==> config.mk <==
export PLATFORM = sky130hd
export DESIGN_NAME = pulse_swallow_div
export DESIGN_NICKNAME = d
export VERILOG_FILES = /design/src/rtl/psd_pkg.sv /design/src/rtl/psd_ratio_hold.sv /design/src/rtl/psd_prescaler.sv /design/src/rtl/psd_mn_counter.sv /design/src/rtl/pulse_swallow_div.sv
export SDC_FILE = /design/constraint.sdc
export NUM_CORES = 1
export LEC_CHECK = 0
export ABC_AREA = 1
export BUFFER_PORTS_ARGS = -buffer_cell sky130_fd_sc_hd__buf_2
export CAP_MARGIN = 20
export CORE_ASPECT_RATIO = 1.2
export CORE_UTILIZATION = 55
export CTS_CLUSTER_SIZE = 10
export DETAILED_ROUTE_END_ITERATION = 12
export GPL_ROUTABILITY_DRIVEN = 0
export PLACE_DENSITY = 0.78
export SYNTH_ARGS = -nofsm -noshare
export SYNTH_HDL_FRONTEND = slang
export SYNTH_HIERARCHICAL = 1
export SYNTH_SLANG_ARGS = --single-unit
==> constraint.sdc <==
create_clock -name clk_i -period 5.9 [get_ports clk_i]
set_input_delay 1.18 -clock clk_i [delete_from_list [all_inputs] [get_ports clk_i]]
set_output_delay 1.18 -clock clk_i [all_outputs]
set_load 0.03 [all_outputs]
==> src/rtl/psd_pkg.sv <==
package psd_pkg;
  localparam int unsigned DEF_A_W       = 4;
  localparam int unsigned DEF_M_W       = 13;
  localparam int unsigned DEF_MIN_RATIO = 240;
endpackage

==> src/rtl/psd_ratio_hold.sv <==
module psd_ratio_hold #(
  parameter int unsigned A_W       = 4,
  parameter int unsigned M_W       = 13,
  parameter int unsigned MIN_RATIO = 240,
  localparam int unsigned RATIO_W  = M_W + A_W
) (
  input  logic               clk_i,
  input  logic               rst_ni,
  input  logic [RATIO_W-1:0] ratio_i,
  input  logic               load_i,
  output logic [M_W-1:0]     pend_m_o,
  output logic [A_W-1:0]     pend_a_o
);
  localparam logic [RATIO_W-1:0] MIN_W = RATIO_W'(MIN_RATIO);

  logic [RATIO_W-1:0] pend_q, clamped;

  // floor keeps M >= A so the swallow count always fits inside a frame
  assign clamped = (ratio_i < MIN_W) ? MIN_W : ratio_i;

  always_ff @(posedge clk_i or negedge rst_ni) begin
    if (!rst_ni)     pend_q <= MIN_W;
    else if (load_i) pend_q <= clamped;
  end

  assign pend_m_o = pend_q[RATIO_W-1:A_W];
  assign pend_a_o = pend_q[A_W-1:0];


  pend_floor_chk: assert property (@(posedge clk_i) disable iff (!rst_ni)
    pend_q >= MIN_W);


  pend_hold_chk: assert property (@(posedge clk_i) disable iff (!rst_ni)
    !load_i |=> $stable(pend_q));
endmodule

==> src/rtl/psd_prescaler.sv <==
module psd_prescaler #(
  parameter int unsigned A_W = 4,
  localparam int unsigned P_LOW = 1 << A_W,
  localparam int unsigned PC_W  = $clog2(P_LOW + 1)
) (
  input  logic clk_i,
  input  logic rst_ni,
  input  logic long_i,
  output logic tc_o
);
  logic [PC_W-1:0] pc_q;

  assign tc_o = long_i ? (pc_q == PC_W'(P_LOW)) : (pc_q == PC_W'(P_LOW - 1));

  always_ff @(posedge clk_i or negedge rst_ni) begin
    if (!rst_ni)   pc_q <= '0;
    else if (tc_o) pc_q <= '0;
    else           pc_q <= pc_q + PC_W'(1);
  end


  pc_range_chk: assert property (@(posedge clk_i) disable iff (!rst_ni)
    pc_q <= PC_W'(P_LOW));


  pc_wrap_chk: assert property (@(posedge clk_i) disable iff (!rst_ni)
    tc_o |=> pc_q == '0);
endmodule

==> src/rtl/psd_mn_counter.sv <==
module psd_mn_counter #(
  parameter int unsigned A_W       = 4,
  parameter int unsigned M_W       = 13,
  parameter int unsigned MIN_RATIO = 240,
  localparam int unsigned RATIO_W  = M_W + A_W,
  localparam logic [RATIO_W-1:0] MIN_W = RATIO_W'(MIN_RATIO)
) (
  input  logic           clk_i,
  input  logic           rst_ni,
  input  logic           tc_i,
  input  logic [M_W-1:0] pend_m_i,
  input  logic [A_W-1:0] pend_a_i,
  output logic           long_o,
  output logic           frame_end_o
);
  logic [M_W-1:0] m_q;
  logic [A_W-1:0] a_q;
  logic           last;

  assign last        = (m_q == M_W'(1));
  assign long_o      = (a_q != '0);
  assign frame_end_o = tc_i && last;

  always_ff @(posedge clk_i or negedge rst_ni) begin
    if (!rst_ni) begin
      m_q <= MIN_W[RATIO_W-1:A_W];
      a_q <= MIN_W[A_W-1:0];
    end else if (tc_i) begin
      if (last) begin
        m_q <= pend_m_i;
        a_q <= pend_a_i;
      end else begin
        m_q <= m_q - M_W'(1);
        if (long_o) a_q <= a_q - A_W'(1);
      end
    end
  end


  a_within_m_chk: assert property (@(posedge clk_i) disable iff (!rst_ni)
    M_W'(a_q) <= m_q);


  reload_chk: assert property (@(posedge clk_i) disable iff (!rst_ni)
    frame_end_o |=> (m_q == $past(pend_m_i)) && (a_q == $past(pend_a_i)));
endmodule

==> src/rtl/pulse_swallow_div.sv <==
module pulse_swallow_div
  import psd_pkg::*;
#(
  parameter int unsigned A_W       = DEF_A_W,
  parameter int unsigned M_W       = DEF_M_W,
  parameter int unsigned MIN_RATIO = DEF_MIN_RATIO,
  localparam int unsigned RATIO_W  = M_W + A_W
) (
  input  logic               clk_i,
  input  logic               rst_ni,
  input  logic [RATIO_W-1:0] ratio_i,
  input  logic               load_i,
  output logic               div_o,
  output logic               div2_o
);
  logic [M_W-1:0] pend_m;
  logic [A_W-1:0] pend_a;
  logic           long_sel, tc, frame_end;
  logic           div_q, div2_q;

  psd_ratio_hold #(.A_W(A_W), .M_W(M_W), .MIN_RATIO(MIN_RATIO)) u_hold (
    .clk_i, .rst_ni, .ratio_i, .load_i,
    .pend_m_o(pend_m), .pend_a_o(pend_a)
  );

  psd_prescaler #(.A_W(A_W)) u_pre (
    .clk_i, .rst_ni, .long_i(long_sel), .tc_o(tc)
  );

  psd_mn_counter #(.A_W(A_W), .M_W(M_W), .MIN_RATIO(MIN_RATIO)) u_mn (
    .clk_i, .rst_ni, .tc_i(tc), .pend_m_i(pend_m), .pend_a_i(pend_a),
    .long_o(long_sel), .frame_end_o(frame_end)
  );

  always_ff @(posedge clk_i or negedge rst_ni) begin
    if (!rst_ni) begin
      div_q  <= 1'b0;
      div2_q <= 1'b0;
    end else begin
      div_q  <= frame_end;
      div2_q <= div2_q ^ frame_end;
    end
  end

  assign div_o  = div_q;
  assign div2_o = div2_q;


  single_pulse_chk: assert property (@(posedge clk_i) disable iff (!rst_ni)
    div_o |=> !div_o);


  div2_flip_chk: assert property (@(posedge clk_i) disable iff (!rst_ni)
    frame_end |=> (div2_o != $past(div2_o)) && div_o);


  div2_hold_chk: assert property (@(posedge clk_i) disable iff (!rst_ni)
    !frame_end |=> $stable(div2_o));
endmodule

======== After elaboration in Yosys (flattened, before gate mapping) ========
Index checks and enable logic that the tools add are counted.
operators by class
  add/sub/neg operators ................... 3
  magnitude comparators ................... 1
  equal/unequal tests ..................... 3
  multiplexer cells ....................... 6
  bitwise operators ....................... 1
  reduce and logical (&&, ||, !) cells .... 4
operator list
  cell                                                          count
  less-than comparator 17 x 8 -> 1 bit (second input constant)  1
  two-way mux 17 bit                                            1
  == test 13 x 1 -> 1 bit (second input constant)               1
  two-way mux 13 bit                                            1
  subtractor 13 x 1 -> 13 bit (second input constant)           1
  two-way mux 4 bit                                             2
  adder 5 x 1 -> 5 bit (second input constant)                  1
  == test 5 x 4 -> 1 bit (second input constant)                1
  == test 5 bit (second input constant)                         1
  two-way mux 5 bit                                             1
  nonzero test 4 bit                                            1
  subtractor 4 x 1 -> 4 bit (second input constant)             1
  AND reduction 2 bit                                           1
  nonzero test 2 bit                                            1
  logical AND 1 bit                                             1
  two-way mux 1 bit                                             1
  bitwise XOR 1 bit                                             1
storage, ports and cells
  flip-flop bits (word level) ............. 41
  input port bits ......................... 20
  output and inout port bits .............. 2
  logic and storage cells ................. 24

======== Logic depth before layout (Yosys ltp) ========
Gate-level depths: netlist of run 1.
  word-level depth ........................ 4
  gate-level depth with buffers ........... 14
  mapped depth without buffers ............ 13

======== Modules after synthesis ========
Netlist of run 1, hierarchy kept.
modules (own cells, without submodules)
  module             instances  cells an instance  area an instance (um^2)  sequential area each (um^2)
  psd_mn_counter     1          206                1308.8                   430.4
  psd_ratio_hold     1          92                 732.0                    430.4
  psd_prescaler      1          29                 275.3                    125.1
  pulse_swallow_div  1          7                  68.8                     50.0

======== Worst setup path after synthesis of run 1 ========
Ideal clock, no wire load.
  path kind ............................... register to register
  start ................................... register u_mn.a_q[0]
  end ..................................... register u_mn.m_q[4]
  setup time .............................. 0.121 ns
  arrival time ............................ 1.881 ns
  required time ........................... 5.779 ns
  slack ................................... 3.898 ns
  cell stages (with the launch flop) ...... 13
  buffers on the path ..................... 2
  period minus slack after synthesis ...... 2.002 ns
  path through ............................ dfrtp_1 inv_1 ha_1 nor3b_1 inv_1 nor2_1 nand3_4 nand2_4 buf_2 inv_1 clkbuf_1 o21ai_0 nand2_1
on the way
  cells in the longest elaborated chain, start to end .. 2
RTL lines
  element                   RTL line                 source
  start: declaration        psd_mn_counter.sv:17     logic [A_W-1:0] a_q;
  start signal: assignment  psd_mn_counter.sv:27     a_q <= MIN_W[A_W-1:0];
  start signal: assignment  psd_mn_counter.sv:31     a_q <= pend_a_i;
  start signal: assignment  psd_mn_counter.sv:34     if (long_o) a_q <= a_q - A_W'(1);
  nonzero test 4 bit        psd_mn_counter.sv:21     assign long_o = (a_q != '0);
  net long_sel              pulse_swallow_div.sv:18  logic long_sel, tc, frame_end;
  two-way mux 1 bit         psd_prescaler.sv:13      assign tc_o = long_i ? (pc_q == PC_W'(P_LOW)) : (pc_q == PC_W'(P_LOW - 1));
  net tc                    pulse_swallow_div.sv:18
  end signal: assignment    psd_mn_counter.sv:26     m_q <= MIN_W[RATIO_W-1:A_W];
  end signal: assignment    psd_mn_counter.sv:30     m_q <= pend_m_i;
  end signal: assignment    psd_mn_counter.sv:33     m_q <= m_q - M_W'(1);
  end: declaration          psd_mn_counter.sv:16     logic [M_W-1:0] m_q;
The timed path passes the listed nets, and every way through them passes these cells.
A chain may end at the register's enable or synchronous reset.

======== Worst setup path in the final report of run 1 ========
  start ................................... register u_mn.a_q[0]
  end ..................................... register u_mn.m_q[3]
Same word-level chain as after synthesis.

==> results of run 1 <==
-- worst max-delay path: cells and delay by family (launching register included) --
family	cells	cell delay (ns)
DFF	1	0.38
adders and majority gates	1	0.16
and+or+nand+nor	7	1.09
buffers and inverters	3	0.49
-- kinds of logic after synthesis --
logic type,Yosys count,synth area share [%]
flops,41,43.4
simple gates,220,40.6
compound gates,13,2.89
buf+inv,51,9.02
xor+xnor,4,1.47
fa+ha+maj,5,2.62
-- power breakdown --
group / internal, uW / switching, uW / leakage (uW) / total (uW)
clock: 138 / 98.3 / 0.0000574 / 236
sequential: 293 / 6.06 / 0.000471 / 299
combinational: 11.4 / 19.4 / 0.000870 / 30.8
-- cell type report --
type | count | area, um^2
timing repair buffer | 21 | 105
inverter | 43 | 163
tap | 54 | 67.6
fill | 353 | 1410
clock inverter | 2 | 37.5
clock buffer | 6 | 82.6
sequential | 41 | 1040
multi-input combinational | 242 | 1130
-- state kept, by name (all words and copies together) (netlist names) --
signal and flops:
u_hold/pend_q 17, u_mn/m_q 13, u_pre/pc_q 5, u_mn/a_q 4
div2_o 1, div_o 1
-- per-stage QoR --
step | util (%) | hold WS, ns | instance area, um^2 | setup WS (ns) | instances
global placement | 62.1 | 0.457 | 2500 | 3.80 | 401
detailed placement | 62.1 | 0.459 | 2500 | 3.72 | 401
CTS | 65.1 | 0.480 | 2630 | 3.71 | 409
global route | 65.1 | 0.504 | 2630 | 3.49 | 409
finish | 65.1 | 0.475 | 2630 | 3.72 | 409
floorplan | - | 0.442 | 2380 | 3.90 | 334
-- path summary, 6_finish.rpt --
check | startpoint | end | depth (start not counted)
setup / recovery | u_mn/a_q[0] | u_mn/m_q[3] | 11
hold / removal | u_hold/pend_q[16] | u_hold/pend_q[16] | 2
setup reg to reg | u_mn/a_q[0] | u_mn/m_q[3] | 11
hold reg to reg | u_hold/pend_q[16] | u_hold/pend_q[16] | 2
max in group asynchronous | rst_ni | u_mn/m_q[12] | 1
min in group asynchronous | rst_ni | u_pre/pc_q[3] | 1
-- metal layers --
metal  part of all wire (%)  track usage (%)  routed length (um)  vias up
li1                       -                -                   -     1053
met1                     47             28.1                2110      907
met2                     48             39.9                2150       53
met3                    4.1             4.60                 186        5
met4                    1.5             8.53                  67        0
met5                      0                0                   0        -
-- placed cells by master (no fill, tap or decap), types with 5 or more instances in the layout --
cell      Yosys  routed
nand3_1      31      31
ha_1          5       5
nor2_2        6       6
dfstp_2       8       8
dfrtp_1      33      33
o21ai_0       5       5
nor2_1       31      31
clkbuf_8      0       6
inv_1        38      38
buf_2         3      21
nand2_1     136     136
==> results.txt, run 1 <==
Fin nets - 379
RSZ-0062 raised after global routing - no
Largest net degree at the start of global routing - 42
Buffers on Ports - 21
Setup crit start kind - register
Slew headroom - 41.0%
Vias in the first global route - 1877
Post-DRT Antenna Nets - 0
WL/cell - 11.0 um
Peak VDD IR - 0.000169 V
F_max - 0.458 GHz
WS Path Type - reg -> reg
Synthesis-to-layout area growth - 10.1%
Syn Nets - 359
Hold Buf Count CTS - 0
Flop and latch count out of synthesis - 41
Post_cts resized - 0
Overall Global Routing Usage - 22.8%
Reg2reg setup slack - 3.72 ns
Crit path top cell by count - inv_1
Worst skew pair latency - 0.29 ns
Critical path data required time - 6.13 ns
Worst clock skew - 0.00445 ns
Ys Warns - 6
Cell with the most instances after synthesis - nand2_1
Tot Pwr - 566 uW
Power density cells - 216 nW/um^2
Worst Tran Pin Value - 0.886 ns
Synthesized area - 2380 um^2
Leak - 0.00140 uW
Die Ht - 74.1 um
CP Capture Type - register
Post-synth EDFFs - 0
Leading area contributor after synthesis - dfrtp_1
Area contributors post-synth - dfrtp_1 (35%), nand2_1 (21%), dfstp_2 (8.8%)
Setup Buffers After CTS - 0
Min cycle time layout - 2.18 ns
Prevailing post-synth register cell - dfrtp_1
Cts bufs inserted - 5
Part of the Yosys area used for sequential elements - 43.4%
Global-route wire length before repair - 8080 um
Vias per inst - 4.93
Fin crit share - 37.0%
Mean Syn Cell Area - 7.14 um^2
Hold Fails Final Rpt - 0
Core area - 4040 um^2
# IOs - 22
Crit-path cells - inv_1 -> ha_1 -> nor3b_1 -> inv_1 -> nor2_1 -> nand3_4 -> nand2_4 -> inv_1 -> nor3_1 -> nand2_1 -> nand3_1
Post-DP HPWL - 3240 um
Commonest cells in the netlist - nand2_1 (136), inv_1 (38), dfrtp_1 (33)
Cell count after synthesis - 334
Drt pass-1 iters - 5
Final setup fails - 0
Num rows - 25
CTS Sinks - 41
Grt ovf - 0
CTS tree - built
Critical Path AT - 2.42 ns
CP peak stage delay - 0.38 ns
Die width - 62.1 um
Max-slew violations - 0
Hold Path Class - reg -> reg
Asr flop ratio synth - 100%
Share of the synthesized area in the top cell type - 34.6%
H-tree depth - 2
Maximum root-to-sink buffer count - 2
Clk pin slew, worst setup/hold paths - 0.08 ns
Antenna diodes - 0
CP max stage cell - dfrtp_1
CTS root buffer - clkbuf_8
Outcome - completed
Max Cap Violations - 0
Unique masters post-synth - 31
CP max FO - 20
DRC - 0
Initial DRC count - 91
Vias - 2018
Setup tns final - 0 ns
Total die area - 4600 um^2
Fraction of layout cells with a size suffix above 1 - 16.9%
Initial antenna violation count - 0
Routed wire length - 4510 um
Initial Utilization - 59.1%
Power figures use the tool's default switching activity.
==> run 2: changes to the inputs <==
- clock period: 5.9 -> 2.3 ns (I/O delays scaled with it)
==> run 2 against run 1 <==
- sequential share of layout area decreased by 0.54 points
- non-clock buffer count up 3
- clock-buffer cell count decreased by 1
- clock skew hardly changed
- largest power group unchanged
- wire length increased by 4.0%
- via count grew 2.2%
- first-iteration DRC count increased by 19%
- critical path depth rose by 1
- critical endpoint is now div2_o
- largest cell class unchanged
- register-to-register slack got worse by 3.4 ns
- hold slack got worse by 0.33 ns
==> results.txt, run 2 (same netlist as run 1, synthesis figures left out) <==
Filler instances - 351 (was 353)
Cts bufs inserted - 5 (unchanged)
RSZ-0062 raised after global routing - no (unchanged)
CTS Sinks - 41 (unchanged)
Maximum root-to-sink buffer count - 2 (unchanged)
CP max FO - 14 (was 20)
Global-route wire length before repair - 8660 um (was 8080 um)
Worst setup path end - div2_o (was u_mn/m_q[3])
Power density cells - 574 nW/um^2 (was 216 nW/um^2)
Setup Buffers After CTS - 0 (unchanged)
Most common cell after layout, fill and taps aside - nand2_1 (unchanged)
Core Util, Final - 66.0% (was 65.1%)
Peak VDD IR - 0.000524 V (was 0.000169 V)
Post-DP HPWL - 3410 um (was 3240 um)
Drt pass-1 iters - 4 (was 5)
Vias - 2063 (was 2018)
CTS tree - built (unchanged)
Antenna diodes - 0 (unchanged)
Setup tns final - 0 ns (unchanged)
Final setup fails - 0 (unchanged)
Critical path data required time - 2.49 ns (was 6.13 ns)
Leak - 0.00142 uW (was 0.00140 uW)
Buffers on Ports - 21 (unchanged)
Total die area - 4600 um^2 (unchanged)
Placed Instances - 404 (was 401)
Overall Global Routing Usage - 24.1% (was 22.8%)
WL/cell - 11.4 um (was 11.0 um)
CP Capture Type - register (unchanged)
Fin nets - 382 (was 379)
Finished Layout Cells - 412 (was 409)
WS Path Type - reg -> reg (unchanged)
Num rows - 25 (unchanged)
Worst clock skew - 0.00441 ns (was 0.00445 ns)
Vias in the first global route - 2000 (was 1877)
Max Cap Violations - 0 (unchanged)
RR Startpoint - u_mn/a_q[0] (unchanged)
Setup crit start kind - register (unchanged)
Number of flip-flops in the largest register - 17 (unchanged)
Hold Path Class - in -> async (was reg -> reg)
Core area - 4040 um^2 (unchanged)
H-tree depth - 2 (unchanged)
Die Ht - 74.1 um (unchanged)
Outcome - completed (unchanged)
Worst Setup SP - u_mn/a_q[0] (unchanged)
Initial Utilization - 59.1% (unchanged)
Min cycle time layout - 1.99 ns (was 2.18 ns)
Die width - 62.1 um (unchanged)
Clk pin slew, worst setup/hold paths - 0.08 ns (about the same)
Critical Path AT - 2.18 ns (was 2.42 ns)
Grt ovf - 0 (unchanged)
FF+latch area - 1040 um^2 (unchanged)
Worst skew pair latency - 0.29 ns (about the same)
Fraction of layout cells with a size suffix above 1 - 17.6% (was 16.9%)
Commonest cells after routing, fill and taps aside - nand2_1 (136), inv_1 (38), dfrtp_1 (33) (unchanged)
Reg2reg path depth - 12 (was 11)
Initial DRC count - 108 (was 91)
Vias per inst - 5.01 (was 4.93)
Hold Buf Count CTS - 0 (unchanged)
Hold Fails Final Rpt - 0 (unchanged)
Worst Tran Pin Value - 0.542 ns (was 0.886 ns)
Max-slew violations - 0 (unchanged)
Slew headroom - 63.8% (was 41.0%)
CTS root buffer - clkbuf_8 (unchanged)
Biggest register - u_hold/pend_q (unchanged)
Initial antenna violation count - 0 (unchanged)
Post_cts resized - 0 (unchanged)
Reg2reg setup slack - 0.31 ns (was 3.72 ns)
Post-DRT Antenna Nets - 0 (unchanged)
Largest net degree at the start of global routing - 25 (was 42)
Largest registers - u_hold/pend_q: 17 flops, u_mn/m_q: 13 flops, u_pre/pc_q: 5 flops (unchanged)
F_max - 0.502 GHz (was 0.458 GHz)
Routed wire length - 4690 um (was 4510 um)
Synthesis-to-layout area growth - 11.6% (was 10.1%)
Reg2reg end - div2_o (was u_mn/m_q[3])
Multi-input gate area - 1130 um^2 (unchanged)
# IOs - 22 (unchanged)
DRC - 0 (unchanged)
Fin crit share - 86.7% (was 37.0%)
[run 2: worst max-delay path, cell delays in order (launching register included)]
cell     delay, ns
dfrtp_1       0.38
inv_1         0.13
ha_1          0.15
nor3b_1       0.16
inv_1         0.09
nor2_1        0.19
nand3_4       0.10
nand2_4       0.07
inv_1         0.23
nor2_4        0.23
inv_1         0.05
nand2_1       0.06
nand2_1       0.04
[run 2: per-layer routing]
metal  global-route usage [%]  share of wire, %  vias up
met1                     29.3                45      952
li1                         -                 -     1058
met4                     10.3               1.8        0
met2                     42.0                49       45
met3                     5.21               4.1        8
met5                        0                 0        -
[run 2: final cells by class]
type	instances	share of cell area, %
Multi-Input combinational cell	242	42.6
Sequential cell	41	38.9
Inverter	43	6.11
Timing Repair Buffer	24	4.80
Clock buffer	5	2.59
Tap cell	54	2.54
Clock inverter	3	2.44
[run 2: stage by stage]
stage,hold slack [ns],setup slack (ns),area (um^2),power [uW]
floorplan,0.164,0.298,2380,820
global placement,0.458,0.393,2530,863
detailed placement,0.459,0.289,2530,867
CTS,0.159,0.274,2660,1550
global route,0.181,0.0616,2660,1590
finish,0.147,0.307,2660,1530
[run 2: worst min path at each step]
stage                      startpoint           endpoint  slack [ns]  depth (start not counted)
detailed placement  u_hold/pend_q[12]  u_hold/pend_q[12]        0.46                          2
global route                   rst_ni   u_hold/pend_q[1]        0.18                          1
global placement    u_hold/pend_q[12]  u_hold/pend_q[12]        0.46                          2
CTS                            rst_ni      u_pre/pc_q[4]        0.16                          1
floorplan                      rst_ni             div2_o        0.16                          0
finish                         rst_ni      u_pre/pc_q[4]        0.15                          1
[run 2: report_power, final]
part | leakage, uW | internal (uW) | total [uW] | switching (uW)
sequential | 0.000471 | 752 | 769 | 16.4
combinational | 0.000885 | 31.3 | 82.8 | 51.4
clock | 0.0000681 | 431 | 675 | 244
